$ cat src/rtl/ccp_pkg.sv
package ccp_pkg;

    parameter int TMR_W   = 16;
    parameter int DUTY_W  = 10;
    parameter int SYNC_N  = 2;
    parameter int PCNT_W  = 4;
    localparam int LSB_W  = DUTY_W - 8;

    localparam logic [3:0] M_OFF   = 4'b0000;
    localparam logic [3:0] M_TOG   = 4'b0010;
    localparam logic [3:0] M_CAPF  = 4'b0100;
    localparam logic [3:0] M_CAPR  = 4'b0101;
    localparam logic [3:0] M_CAP4  = 4'b0110;
    localparam logic [3:0] M_CAP16 = 4'b0111;
    localparam logic [3:0] M_SETHI = 4'b1000;
    localparam logic [3:0] M_SETLO = 4'b1001;
    localparam logic [3:0] M_FLAG  = 4'b1010;

    typedef enum logic [1:0] {
        ADR_CTRL = 2'd0,
        ADR_DLO  = 2'd1,
        ADR_DHI  = 2'd2,
        ADR_FLAG = 2'd3
    } reg_addr_e;

    typedef struct packed {
        logic [LSB_W-1:0] duty_lsb;
        logic [3:0]       mode;
    } ctrl_t;

    function automatic logic is_pwm(input logic [3:0] m);
        return m[3:2] == 2'b11;
    endfunction

    function automatic logic is_cmp(input logic [3:0] m);
        return (m == M_TOG) || (m == M_SETHI) || (m == M_SETLO) || (m == M_FLAG);
    endfunction

    function automatic logic is_rsv(input logic [3:0] m);
        return (m == 4'b0001) || (m == 4'b0011) || (m == 4'b1011);
    endfunction

    function automatic logic [PCNT_W-1:0] presc_last(input logic [3:0] m);
        return (m == M_CAP16) ? PCNT_W'(15) : PCNT_W'(3);
    endfunction

endpackage

$ cat src/rtl/ccp_edge_cap.sv
module ccp_edge_cap
    import ccp_pkg::*;
(
    input  logic       clk,
    input  logic       rst,
    input  logic       pin_in,
    input  logic [3:0] mode,
    output logic       cap_stb
);

    logic [SYNC_N:0]       sh_q;
    logic [PCNT_W-1:0]     cnt_q;
    logic                  rise, fall, presc_mode, presc_hit;

    assign rise       = sh_q[SYNC_N-1] & ~sh_q[SYNC_N];
    assign fall       = ~sh_q[SYNC_N-1] & sh_q[SYNC_N];
    assign presc_mode = (mode == M_CAP4) || (mode == M_CAP16);
    assign presc_hit  = presc_mode && rise && (cnt_q >= presc_last(mode));

    always_ff @(posedge clk) begin
        if (rst) begin
            sh_q  <= '0;
            cnt_q <= '0;
        end else begin
            sh_q <= {sh_q[SYNC_N-1:0], pin_in};
            if (mode == M_OFF)
                cnt_q <= '0;
            else if (presc_mode && rise)
                cnt_q <= presc_hit ? '0 : cnt_q + 1'b1;
        end
    end

    always_comb begin
        cap_stb = presc_hit;
        if ((mode == M_CAPF) && fall) cap_stb = 1'b1;
        if ((mode == M_CAPR) && rise) cap_stb = 1'b1;
    end


    off_cnt_clr_chk: assert property (@(posedge clk) disable iff (rst)
        $past(mode) == M_OFF |-> cnt_q == '0);

endmodule

$ cat src/rtl/ccp_cmp_unit.sv
module ccp_cmp_unit
    import ccp_pkg::*;
(
    input  logic             clk,
    input  logic             rst,
    input  logic [3:0]       mode,
    input  logic [TMR_W-1:0] timer_val,
    input  logic [TMR_W-1:0] target,
    output logic             hit,
    output logic             out_q
);

    logic       eq, eq_q;
    logic [3:0] pmode_q;

    assign eq  = (timer_val == target);
    assign hit = eq && !eq_q && is_cmp(mode);

    always_ff @(posedge clk) begin
        if (rst) begin
            eq_q    <= 1'b0;
            pmode_q <= M_OFF;
            out_q   <= 1'b0;
        end else begin
            eq_q    <= eq;
            pmode_q <= mode;
            if (mode == M_OFF) begin
                out_q <= 1'b0;
            end else if (hit) begin
                case (mode)
                    M_TOG:   out_q <= ~out_q;
                    M_SETHI: out_q <= 1'b1;
                    M_SETLO: out_q <= 1'b0;
                    default: out_q <= out_q;
                endcase
            end else if (mode != pmode_q) begin
                if (mode == M_SETHI) out_q <= 1'b0;
                if (mode == M_SETLO) out_q <= 1'b1;
            end
        end
    end


    tog_flip_chk: assert property (@(posedge clk) disable iff (rst)
        (hit && mode == M_TOG) |=> out_q != $past(out_q));

    set_hi_chk: assert property (@(posedge clk) disable iff (rst)
        (hit && mode == M_SETHI) |=> out_q);

    set_lo_chk: assert property (@(posedge clk) disable iff (rst)
        (hit && mode == M_SETLO) |=> !out_q);

    flag_only_chk: assert property (@(posedge clk) disable iff (rst)
        (mode == M_FLAG && $past(mode) == M_FLAG) |=> $stable(out_q));

endmodule

$ cat src/rtl/ccp_pwm_gen.sv
module ccp_pwm_gen
    import ccp_pkg::*;
(
    input  logic              clk,
    input  logic              rst,
    input  logic              en,
    input  logic              start,
    input  logic [DUTY_W-1:0] pcnt,
    input  logic [DUTY_W-1:0] duty_in,
    output logic              out_q
);

    logic [DUTY_W-1:0] duty_q;

    always_ff @(posedge clk) begin
        if (rst || !en) begin
            duty_q <= '0;
            out_q  <= 1'b0;
        end else if (start) begin
            duty_q <= duty_in;
            out_q  <= (duty_in != '0);
        end else if (pcnt == duty_q) begin
            out_q  <= 1'b0;
        end
    end


    pwm_rise_chk: assert property (@(posedge clk) disable iff (rst)
        (en && start && duty_in != '0) |=> out_q);

    pwm_fall_chk: assert property (@(posedge clk) disable iff (rst)
        (en && !start && pcnt == duty_q) |=> !out_q);

endmodule

$ cat src/rtl/ccp_channel.sv
module ccp_channel
    import ccp_pkg::*;
(
    input  logic              clk,
    input  logic              rst,
    input  logic [TMR_W-1:0]  timer_val,
    input  logic              pin_in,
    input  logic              period_start,
    input  logic [DUTY_W-1:0] period_cnt,
    input  logic              wr_en,
    input  logic [1:0]        wr_addr,
    input  logic [7:0]        wr_data,
    input  logic [1:0]        rd_addr,
    output logic [7:0]        rd_data,
    output logic              pin_out,
    output logic              irq_flag
);

    ctrl_t             ctrl_q;
    logic [TMR_W-1:0]  data_q;
    logic              irq_q;
    logic              cap_stb, cmp_hit, cmp_out, pwm_out, set_evt, clr_wr;
    logic              wr_ctrl, wr_dlo, wr_dhi;
    logic [DUTY_W-1:0] duty_next;

    assign wr_ctrl   = wr_en && (reg_addr_e'(wr_addr) == ADR_CTRL);
    assign wr_dlo    = wr_en && (reg_addr_e'(wr_addr) == ADR_DLO);
    assign wr_dhi    = wr_en && (reg_addr_e'(wr_addr) == ADR_DHI);
    assign clr_wr    = wr_en && (reg_addr_e'(wr_addr) == ADR_FLAG) && wr_data[0];
    assign set_evt   = cap_stb | cmp_hit;
    assign duty_next = {data_q[7:0], ctrl_q.duty_lsb};

    ccp_edge_cap u_edge (
        .clk(clk), .rst(rst), .pin_in(pin_in), .mode(ctrl_q.mode), .cap_stb(cap_stb)
    );

    ccp_cmp_unit u_cmp (
        .clk(clk), .rst(rst), .mode(ctrl_q.mode), .timer_val(timer_val),
        .target(data_q), .hit(cmp_hit), .out_q(cmp_out)
    );

    ccp_pwm_gen u_pwm (
        .clk(clk), .rst(rst), .en(is_pwm(ctrl_q.mode)), .start(period_start),
        .pcnt(period_cnt), .duty_in(duty_next), .out_q(pwm_out)
    );

    always_ff @(posedge clk) begin
        if (rst) begin
            ctrl_q <= '0;
            data_q <= '0;
            irq_q  <= 1'b0;
        end else begin
            if (wr_ctrl) begin
                ctrl_q.duty_lsb <= wr_data[5:4];
                ctrl_q.mode     <= wr_data[3:0];
            end
            if (cap_stb) begin
                data_q <= timer_val;
            end else begin
                if (wr_dlo) data_q[7:0]       <= wr_data;
                if (wr_dhi) data_q[TMR_W-1:8] <= wr_data;
            end
            if (set_evt)     irq_q <= 1'b1;
            else if (clr_wr) irq_q <= 1'b0;
        end
    end

    always_comb begin
        case (reg_addr_e'(rd_addr))
            ADR_CTRL: rd_data = {2'b00, ctrl_q.duty_lsb, ctrl_q.mode};
            ADR_DLO:  rd_data = data_q[7:0];
            ADR_DHI:  rd_data = data_q[TMR_W-1:8];
            default:  rd_data = {7'b0, irq_q};
        endcase
    end

    assign pin_out  = is_pwm(ctrl_q.mode) ? pwm_out : cmp_out;
    assign irq_flag = irq_q;


    cap_latch_chk: assert property (@(posedge clk) disable iff (rst)
        cap_stb |=> data_q == $past(timer_val));

    flag_hold_chk: assert property (@(posedge clk) disable iff (rst)
        (irq_q && !clr_wr) |=> irq_q);

    set_wins_chk: assert property (@(posedge clk) disable iff (rst)
        set_evt |=> irq_q);

    rsv_quiet_chk: assert property (@(posedge clk) disable iff (rst)
        is_rsv(ctrl_q.mode) |-> !set_evt);

    off_pin_chk: assert property (@(posedge clk) disable iff (rst)
        $past(ctrl_q.mode) == M_OFF |-> !pin_out);

endmodule

$ cat config.mk
export PLATFORM = sky130hd
export DESIGN_NAME = ccp_channel
export DESIGN_NICKNAME = d
export VERILOG_FILES = /design/src/rtl/ccp_pkg.sv /design/src/rtl/ccp_edge_cap.sv /design/src/rtl/ccp_cmp_unit.sv /design/src/rtl/ccp_pwm_gen.sv /design/src/rtl/ccp_channel.sv
export SDC_FILE = /design/constraint.sdc
export NUM_CORES = 1
export LEC_CHECK = 0
export BUFFER_PORTS_ARGS = -buffer_cell sky130_fd_sc_hd__buf_2
export CAP_MARGIN = 20
export CORE_ASPECT_RATIO = 2
export CORE_MARGIN = 3
export CORE_UTILIZATION = 24
export CTS_CLUSTER_DIAMETER = 60
export DETAILED_ROUTE_END_ITERATION = 6
export PLACE_DENSITY = 0.45
export SKIP_LAST_GASP = 1
export SYNTH_ARGS = -nofsm -noshare
export SYNTH_HDL_FRONTEND = slang
export SYNTH_HIERARCHICAL = 1
export SYNTH_SLANG_ARGS = --single-unit
$ cat constraint.sdc
create_clock -name clk -period 4.61 [get_ports clk]
set_clock_uncertainty 0.15 [all_clocks]
set_input_delay 0.6915 -clock clk [delete_from_list [all_inputs] [get_ports clk]]
set_output_delay 0.6915 -clock clk [all_outputs]
set_load 0.02 [all_outputs]
==> run summary, run 1 <==
Maximum resistive drop on vdd - 0.216 mV
Final setup TNS - 0 ns
Critical R2R Launch - ctrl_q[2]
Count of maximum capacitance violations - 0
Count of flip-flops with a built-in enable after synthesis - 0
Crit path buffers/inverters - 1
Post-synth net total - 320
Fraction of the yosys area taken by sequential cells - 0.363
# port buffers - 52
Number of design-rule violations left by the first detailed-router iteration - 55
Gr ovfl total - 0
Static power due to leakage - 1.28 nW
Crit path max-delay cell type - sky130_fd_sc_hd__clkinv_1
Type of the most critical hold path - reg -> reg
Ant diodes - 0
CTS sink cnt - 47
Total half-perimeter wirelength after legalization and detailed placement - 6290 microns
Worst setup path start - ctrl_q[2]
Die extent in y - 153 microns
Warnings, synthesis - 6
Final design utilization - 0.295
Post-route DRC - 0
Clock-pin slew of the registers on the worst-case setup and hold paths - 0.06 ns
Residual antenna-violating net count after detailed routing - 0
Starting density of the core - 0.246
Row Count - 53
DIE AREA - 0.0122 sq mm
Biggest cell delay along the critical path - 0.71 ns
Kind of start point of the critical path - flop
Largest cells by area after synthesis - sky130_fd_sc_hd__dfxtp_1, sky130_fd_sc_hd__mux2i_1, sky130_fd_sc_hd__xor2_1
Data required time at the worst endpoint - 4.60 ns
Largest net degree at the start of global routing - 36
Crit. End Element - flop
Gate Count Post-Synth - 274
Proportion of synthesized flip-flops having asynchronous set or reset - 0
Post-cts sizing count - 0
Number of distinct library cell variants in the gate-level netlist after synthesis - 50
Main synth FF type - sky130_fd_sc_hd__dfxtp_1
Maximum clock frequency - 275 MHz
Synth top area share - 0.363
Category of the critical setup timing path - reg -> reg
Flop-to-flop setup slack - 0.98 ns
Run status - complete, no violations
H-tree depth - 2
Slew at the pin with the worst max-slew slack - 0.846 ns
Cell with the most instances after synthesis - sky130_fd_sc_hd__dfxtp_1
Number of max-slew violations in the final report - 0
Buffer type at the clock tree root - sky130_fd_sc_hd__clkbuf_16
Yosys top cell by area - sky130_fd_sc_hd__dfxtp_1
Mean area per synthesized cell - 9.47 sq um
Detail-routed via count per cell - 4.74
Fraction of final layout cells with drive strength greater than 1 - 0.238
Synth-to-Final Area Change - 20.1%
Final critical delay including setup and external delays - 3.63 ns
Number of global-route vias before repair - 2269
Ranking of synthesized cells by instance count - sky130_fd_sc_hd__dfxtp_1, sky130_fd_sc_hd__mux2i_1, sky130_fd_sc_hd__nor2_1, sky130_fd_sc_hd__xor2_1, sky130_fd_sc_hd__nand2_1
Die X - 79.5 microns
Core Box Area - 0.0105 sq mm
Post-layout nets - 368
Gate family responsible for the most delay along the worst path - simple AND/OR/NAND/NOR gates
Total routing usage reported by global routing - 0.137
Number of buffers inserted by post-CTS setup repair - 0
Vias - 2180
Last weighted congestion value of the routability-driven placer - 0.766
RSZ-0062 raised after global routing - false
Cells along the critical path - and3b_2, nand2_1, ha_1, a21o_1, a21oi_4, o22ai_1, and3b_1, clkinv_1, mux2i_1, a21oi_1
TritonCTS clock tree - built
Data arrival at the endpoint of the critical path - 3.62 ns
Clock latency of the later-clocked register in the worst-skew pair - 0.29 ns
Post-detailed-route wirelength per cell - 17.2 microns
Number of buffers inserted during clock tree synthesis - 5
Largest fanout on the critical path - 18
Share of the cycle needed by the critical path after routing - 0.788
Max-Slew Margin vs Limit - 0.429
Layout fillers - 1142
First-pass DRT Iterations - 4
Quantity of hold-fixing buffers added after cts - 0
Flop and latch count out of synthesis - 47
Total power per unit cell area - 298 mW/mm^2
Count of final hold-check violations - 0
Launch point of the worst hold path - u_edge/sh_q[0]
Netlist Area Pre-Place - 0.00259 sq mm
First-pass GRT wire length - 12500 microns
Final Routed Wirelength - 7920 microns
Top-level I/O count - 53
# setup viols final - 0
Buffer levels on the longest clock path - 2
Number of antenna violations at the first check in global routing - 0
==> metrics by stage <==
step	hold slack (ns)	setup WS, ns	instance area, sq um	power (W)	cells
global placement	0.275	1.07	2960	0.000549	452
global route	0.314	0.721	3120	0.000966	460
floorplan	0.264	1.91	2590	0.000499	274
finish	0.296	0.979	3120	0.000927	460
CTS	0.303	0.979	3120	0.000940	460
detailed placement	0.281	1.00	2960	0.000550	452
==> worst paths after layout <==
kind,endpoint,cells past startpoint
worst min register to register,u_edge/sh_q[1],1
worst min-delay path,u_edge/sh_q[1],1
worst max-delay path,data_q[0],10
worst max register to register,data_q[0],10
==> layout make-up <==
class                   instances  area, sq um  share of cell area
repair buffers                 53          268              0.0859
well taps                     137          171              0.0550
inverters                       3         11.3             0.00361
flip-flops and latches         47          941               0.302
multi-input cells             212         1570               0.503
clock buffers                   8          156              0.0502
==> worst register-to-register path, stage by stage, from the launching register on <==
cell and delay [ns]:
sky130_fd_sc_hd__dfxtp_1 0.55, sky130_fd_sc_hd__and3b_2 0.26, sky130_fd_sc_hd__nand2_1 0.08, sky130_fd_sc_hd__ha_1 0.29, sky130_fd_sc_hd__a21o_1 0.15, sky130_fd_sc_hd__a21oi_4 0.09
sky130_fd_sc_hd__o22ai_1 0.15, sky130_fd_sc_hd__and3b_1 0.66, sky130_fd_sc_hd__clkinv_1 0.71, sky130_fd_sc_hd__mux2i_1 0.31, sky130_fd_sc_hd__a21oi_1 0.09
==> layer usage <==
metal / wire [microns] / GRT usage / vias to the layer above
met5: 0 / 0 / -
met3: 280 / 0.0254 / 10
met2: 4760 / 0.271 / 47
met1: 2720 / 0.133 / 1041
met4: 163 / 0.0549 / 0
li1: - / - / 1082
==> registers in the layout, summed over array words and instances, names as in the netlist <==
register / count
u_edge/cnt_q: 4
ctrl_q: 6
u_cmp/out_q: 1
u_cmp/eq_q: 1
u_pwm/out_q: 1
u_cmp/pmode_q: 4
irq_flag: 1
u_edge/sh_q: 3
data_q: 16
u_pwm/duty_q: 10
==> placed cells by master (no fill, tap or decap), drive strengths merged, types with 3 or more instances in the layout <==
cell    netlist  final
buf           7     53
dfxtp        47     47
mux2i        38     38
nor2         33     33
xor2         22     22
a211oi       18     18
nand2        15     15
o21ai         9      9
nor2b         8      8
nor4          8      8
clkbuf        5      8
nor3          7      7
a21oi         7      7
nand3         6      6
xnor2         4      4
nand3b        3      3
nand4         3      3
a31oi         3      3
ha            3      3
and3b         3      3
==> kinds of logic (layout without fill, tap and decap cells) <==
family                   count (synthesis)  count (layout)  synth area share
adder cells (fa/ha/maj)                  3               3            0.0145
flip-flops                              47              47             0.363
buffers and inverters                   15              64            0.0328
multiplexers                            41              41             0.164
XOR/XNOR                                26              26            0.0878
AO/OA/AOI/OAI                           44              44             0.133
AND/OR/NAND/NOR                         98              98             0.206
==> power breakdown <==
| part | internal [W] | leakage [nW] | switching, W |
|---|---|---|---|
| Sequential | 0.000416 | 0.381 | 0.0000134 |
| Combinational | 0.0000477 | 0.822 | 0.0000619 |
| Clock | 0.000231 | 0.0772 | 0.000157 |
| Total | 0.000695 | 1.28 | 0.000233 |
(Power assumes the default switching activity.)
==> inputs of run 2 (changes only) <==
Settings changed: ABC_AREA set to 1.
Clock period 4.61 ns to 3.4 ns, I/O delays scaled along.
==> run 2 against run 1 <==
Wire length up 16%. Sequential cell count unchanged. Setup slack worse by 0.24 ns. Combinational power up 67%. First-iteration DRC count rose to 2.7 times the previous value. Critical endpoint is now data_q[12]. Largest cell class unchanged. Highest routed layer unchanged.
==> run summary, run 2 <==
Most common library cell in the layout ignoring fill and taps - sky130_fd_sc_hd__nand2_1
Count of final hold-check violations - 0
Flop-to-flop setup slack - 0.74 ns
Top-level I/O count - 53
Run status - complete, no violations
FF/Latch Area - 941 sq um
Fraction of the yosys area taken by sequential cells - 0.323
Largest cells by area after synthesis - sky130_fd_sc_hd__dfxtp_1, sky130_fd_sc_hd__nand2_1, sky130_fd_sc_hd__inv_1
Endpoint of the worst register-to-register path - data_q[12]
Type of the most critical hold path - reg -> reg
Worst hold-check slack - 0.263 ns
Gr ovfl total - 0
Share of the cycle needed by the critical path after routing - 0.783
Critical R2R Launch - ctrl_q[2]
Ant diodes - 0
Row Count - 56
Maximum resistive drop on vdd - 0.165 mV
Count of flip-flops with a built-in enable after synthesis - 0
Post-detailed-route wirelength per cell - 13.7 microns
Data arrival at the endpoint of the critical path - 2.75 ns
TritonCTS clock tree - built
Most used cells in the layout excluding fill and tap cells - sky130_fd_sc_hd__nand2_1, sky130_fd_sc_hd__inv_1, sky130_fd_sc_hd__nor2_1, sky130_fd_sc_hd__buf_2, sky130_fd_sc_hd__dfxtp_1
Final critical delay including setup and external delays - 2.66 ns
Number of stages on the worst hold path - 2
Area taken by multi-input logic gates - 0.00166 sq mm
Total routing usage reported by global routing - 0.139
Starting density of the core - 0.248
Cell area after placement - 0.00333 sq mm
Synth-to-Final Area Change - 20.8%
Slew at the pin with the worst max-slew slack - 0.488 ns
Cell with the most instances after synthesis - sky130_fd_sc_hd__nand2_1
Ranking of synthesized cells by instance count - sky130_fd_sc_hd__nand2_1, sky130_fd_sc_hd__inv_1, sky130_fd_sc_hd__nor2_1, sky130_fd_sc_hd__dfxtp_1, sky130_fd_sc_hd__nand3_1
Post-synth net total - 517
CTS sink cnt - 47
Total power per unit cell area - 402 mW/mm^2
Max-Slew Margin vs Limit - 0.674
Final Routed Wirelength - 9200 microns
Mean area per synthesized cell - 6.19 sq um
Main synth FF type - sky130_fd_sc_hd__dfxtp_1
Number of buffers inserted during clock tree synthesis - 5
# port buffers - 52
Largest fanout on the critical path - 19
Post-layout nets - 571
Top flop regs - data_q (16), u_pwm/duty_q (10), ctrl_q (6)
Count of maximum capacitance violations - 0
Number of distinct library cell variants in the gate-level netlist after synthesis - 34
Clock latency of the later-clocked register in the worst-skew pair - 0.29 ns
H-tree depth - 2
Layout fillers - 1364
Destination of the worst hold path - u_edge/sh_q[1]
Number of global-route vias before repair - 2898
Number of cells on the worst reg-to-reg path - 12
Netlist Area Pre-Place - 0.00292 sq mm
Final instance area - 0.00352 sq mm
Fraction of final layout cells with drive strength greater than 1 - 0.181
Die X - 84.0 microns
Crit. End Element - flop
First-pass GRT wire length - 14800 microns
Residual antenna-violating net count after detailed routing - 0
Post-cts sizing count - 0
Last weighted congestion value of the routability-driven placer - 0.836
Category of the critical setup timing path - reg -> reg
Largest net degree at the start of global routing - 32
Register with the highest flop count - data_q
Proportion of synthesized flip-flops having asynchronous set or reset - 0
Static power due to leakage - 1.64 nW
Core Box Area - 0.0118 sq mm
RSZ-0062 raised after global routing - false
Number of max-slew violations in the final report - 0
Synth top area share - 0.323
Total half-perimeter wirelength after legalization and detailed placement - 7520 microns
Die extent in y - 162 microns
Number of design-rule violations left by the first detailed-router iteration - 147
First-pass DRT Iterations - 4
DIE AREA - 0.0136 sq mm
Detail-routed via count per cell - 4.46
Maximum clock frequency - 376 MHz
Buffer type at the clock tree root - sky130_fd_sc_hd__clkbuf_16
Flop and latch count out of synthesis - 47
Quantity of hold-fixing buffers added after cts - 0
Warnings, synthesis - 6
# setup viols final - 0
Kind of start point of the critical path - flop
Number of antenna violations at the first check in global routing - 0
Launch point of the worst hold path - u_edge/sh_q[0]
Gate Count Post-Synth - 471
Clock-pin slew of the registers on the worst-case setup and hold paths - 0.07 ns
Data required time at the worst endpoint - 3.49 ns
Buffer levels on the longest clock path - 2
Vias - 2992
Number of buffers inserted by post-CTS setup repair - 0
Final setup TNS - 0 ns
Yosys top cell by area - sky130_fd_sc_hd__dfxtp_1
Flip-flop count of the largest register after layout - 16
Post-route DRC - 0
-- run 2: stage by stage --
stage	instances	setup slack (ns)	utilization	power, W
6_report	671	0.738	0.299	0.00142
3_3_place_gp	663	0.852	0.283	0.000782
5_1_grt	671	0.463	0.299	0.00148
4_1_cts	671	0.721	0.299	0.00143
2_1_floorplan	471	1.11	-	0.000705
3_5_place_dp	663	0.755	0.283	0.000786
-- run 2: cells by family (layout without fill, tap and decap cells) --
logic type,count (synthesis),after routing,share of synthesized area
flops,47,47,0.323
xor+xnor,9,9,0.0270
compound gates,58,58,0.107
buf+inv,79,134,0.107
simple gates,275,275,0.423
fa+ha+maj,3,3,0.0129
-- run 2: worst max path at each step --
stage          startpoint         end  slack (ns)  cells past startpoint
6_report        ctrl_q[2]  data_q[12]        0.74                     12
2_1_floorplan   ctrl_q[2]  data_q[12]        1.11                     12
5_1_grt         ctrl_q[2]  data_q[10]        0.46                     12
3_3_place_gp    ctrl_q[2]  data_q[11]        0.85                     12
3_5_place_dp    ctrl_q[2]  data_q[10]        0.75                     12
4_1_cts         ctrl_q[2]  data_q[10]        0.72                     12
-- run 2: area by class of cell --
class | instances | area share
Clock buffer | 5 | 0.0355
Sequential cell | 47 | 0.267
Timing Repair Buffer | 54 | 0.0781
Inverter | 72 | 0.0767
Multi-Input combinational cell | 345 | 0.472
Clock inverter | 3 | 0.0192
Tap cell | 145 | 0.0515
-- run 2: layer usage --
| metal | part of all wire | track usage | routed length, microns | vias up |
|---|---|---|---|---|
| met1 | 0.37 | 0.139 | 3400 | 1339 |
| met4 | 0.039 | 0.0703 | 357 | 0 |
| li1 | - | - | - | 1573 |
| met2 | 0.56 | 0.271 | 5180 | 66 |
| met5 | 0 | 0 | 0 | - |
| met3 | 0.028 | 0.0193 | 262 | 14 |
-- run 2: critical path: stages, from the launching register on --
cell and delay, ns:
sky130_fd_sc_hd__dfxtp_1 0.54, sky130_fd_sc_hd__inv_1 0.15, sky130_fd_sc_hd__nor2_2 0.16, sky130_fd_sc_hd__nand3_1 0.13
sky130_fd_sc_hd__ha_1 0.29, sky130_fd_sc_hd__or2_1 0.24, sky130_fd_sc_hd__nand3_1 0.11, sky130_fd_sc_hd__nand3_1 0.11
sky130_fd_sc_hd__inv_2 0.29, sky130_fd_sc_hd__nand2_1 0.13, sky130_fd_sc_hd__inv_2 0.15, sky130_fd_sc_hd__nor2_1 0.06
sky130_fd_sc_hd__nor2_1 0.09
-- run 2: power breakdown --
group | switching [W] | internal (W) | total (W)
combinational | 0.000116 | 0.0000678 | 0.000184
sequential | 0.0000204 | 0.000566 | 0.000586
clock | 0.000226 | 0.000422 | 0.000648
total | 0.000363 | 0.00106 | 0.00142
==> inputs of run 3 (changes only) <==
Clock period 3.4 ns to 2.5 ns, I/O delays scaled along.
==> run 3 against run 2 <==
Clock-buffer cell count did not move. Sequential cell count did not move. Via count fell by 0.20%. Utilization rose by 0.18 points. Clock power rose by 20%. Maximum frequency rose by 18%. Wire length fell by 0.60%. Register-to-register slack got worse by 0.50 ns. Sequential power rose by 35%. Combinational power rose by 42%. Sequential share of layout area fell by 0.16 points. Critical path type unchanged. Highest routed layer unchanged.
==> run summary, run 3 (synthesized netlist as in run 2, its figures left out) <==
CTS sink cnt - 47
Number of buffers inserted by post-CTS setup repair - 0
Quantity of hold-fixing buffers added after cts - 0
RSZ-0062 raised after global routing - false
Launch point of the worst hold path - pin_in
Worst setup path start - ctrl_q[2]
Row Count - 56
Run status - complete, no violations
Most common library cell in the layout ignoring fill and taps - sky130_fd_sc_hd__nand2_1
Total routing usage reported by global routing - 0.137
Category of the critical setup timing path - reg -> reg
Number of global-route vias before repair - 2857
# setup viols final - 0
Count of maximum capacitance violations - 0
Number of design-rule violations left by the first detailed-router iteration - 135
Post-detailed-route wirelength per cell - 13.5 microns
Maximum resistive drop on vdd - 0.297 mV
Number of max-slew violations in the final report - 0
Largest fanout on the critical path - 31
Clock-pin slew of the registers on the worst-case setup and hold paths - 0.07 ns
Final Routed Wirelength - 9140 microns
Kind of start point of the critical path - flop
Crit. End Element - flop
Final setup TNS - 0 ns
Ant diodes - 0
Die extent in y - 162 microns
Share of the cycle needed by the critical path after routing - 0.903
Vias - 2986
Fraction of final layout cells with drive strength greater than 1 - 0.190
Number of cells on the worst reg-to-reg path - 11
Core Box Area - 0.0118 sq mm
TritonCTS clock tree - built
Number of buffers inserted during clock tree synthesis - 5
Final critical delay including setup and external delays - 2.26 ns
Clock latency of the later-clocked register in the worst-skew pair - 0.29 ns
Post-layout nets - 577
Residual antenna-violating net count after detailed routing - 0
DIE AREA - 0.0136 sq mm
Top-level I/O count - 53
# port buffers - 52
Most used cells in the layout excluding fill and tap cells - sky130_fd_sc_hd__nand2_1, sky130_fd_sc_hd__inv_1, sky130_fd_sc_hd__nor2_1, sky130_fd_sc_hd__buf_2, sky130_fd_sc_hd__dfxtp_1
Type of the most critical hold path - in -> reg
Die X - 84.0 microns
Number of stages on the worst hold path - 3
Post-cts sizing count - 0
Register with the highest flop count - data_q
Post-route DRC - 0
Overall Power - 0.00183 W
Static power due to leakage - 1.66 nW
Data arrival at the endpoint of the critical path - 2.33 ns
Data required time at the worst endpoint - 2.57 ns
Maximum clock frequency - 443 MHz
Number of antenna violations at the first check in global routing - 0
Max-Slew Margin vs Limit - 0.641
Starting density of the core - 0.248
Slew at the pin with the worst max-slew slack - 0.537 ns
Critical R2R Launch - ctrl_q[2]
First-pass DRT Iterations - 4
Last weighted congestion value of the routability-driven placer - 0.854
Detail-routed via count per cell - 4.41
Buffer type at the clock tree root - sky130_fd_sc_hd__clkbuf_16
Gr ovfl total - 0
First-pass GRT wire length - 14600 microns
Buffer levels on the longest clock path - 2
Synth-to-Final Area Change - 21.6%
Count of final hold-check violations - 0
H-tree depth - 2
Total half-perimeter wirelength after legalization and detailed placement - 7560 microns
Flip-flop count of the largest register after layout - 16
Total power per unit cell area - 516 mW/mm^2
Top flop regs - data_q (16), u_pwm/duty_q (10), ctrl_q (6)
Largest net degree at the start of global routing - 32
Worst hold-check slack - 0.137 ns
==> run 3: cell types whose count changed in the layout (fill, tap and decap cells not counted) <==
| cell | before | now |
|---|---|---|
| sky130_fd_sc_hd__clkinv_2 | 0 | 1 |
| sky130_fd_sc_hd__clkinvlp_4 | 1 | 0 |
| sky130_fd_sc_hd__buf_4 | 2 | 8 |
| sky130_fd_sc_hd__clkinv_4 | 0 | 1 |
| sky130_fd_sc_hd__bufinv_16 | 2 | 1 |
==> run 3: final timing paths <==
path,end,slack [ns]
setup / recovery,data_q[7],0.24
hold / removal,u_edge/sh_q[0],0.14
setup reg to reg,data_q[7],0.24
hold reg to reg,u_edge/sh_q[1],0.27
==> run 3: area by class of cell <==
type	count	area (sq um)
fillers	1337	8230
multi-input cells	345	1660
flip-flops and latches	47	941
repair buffers	60	320
inverters	72	270
well taps	145	181
clock buffers	5	125
clock inverters	3	43.8
==> run 3: metrics by stage <==
step | setup WS [ns] | util | instances | cell area [sq um]
2_1_floorplan | 0.208 | - | 471 | 2920
3_3_place_gp | 0.307 | 0.287 | 669 | 3380
3_5_place_dp | 0.248 | 0.287 | 669 | 3380
4_1_cts | 0.231 | 0.301 | 677 | 3550
5_1_grt | 0.000232 | 0.301 | 677 | 3550
6_report | 0.242 | 0.301 | 677 | 3550
==> run 3: power by group <==
group / internal [W] / leakage, nW / switching (W)
clock: 0.000472 / 0.0838 / 0.000306
combinational: 0.0000962 / 1.20 / 0.000165
sequential: 0.000770 / 0.382 / 0.0000215
total: 0.00134 / 1.66 / 0.000493
==> run 3: worst max-delay path, stage by stage, from the launching register on <==
cell and delay, ns:
sky130_fd_sc_hd__dfxtp_1 0.33, sky130_fd_sc_hd__inv_1 0.06, sky130_fd_sc_hd__nor2_2 0.14, sky130_fd_sc_hd__nand3_1 0.13
sky130_fd_sc_hd__ha_1 0.28, sky130_fd_sc_hd__or2_1 0.24, sky130_fd_sc_hd__nand3_1 0.10, sky130_fd_sc_hd__nand3_1 0.11
sky130_fd_sc_hd__buf_4 0.25, sky130_fd_sc_hd__o21ai_0 0.20, sky130_fd_sc_hd__nand2_1 0.07, sky130_fd_sc_hd__a21oi_1 0.13
==> run 3: routing by layer <==
layer  GRT usage  up-vias  share of wire
met3      0.0188       15          0.029
met2       0.281       59           0.58
met4      0.0578        0          0.029
met5           0        -              0
li1            -     1589              -
met1       0.131     1323           0.36
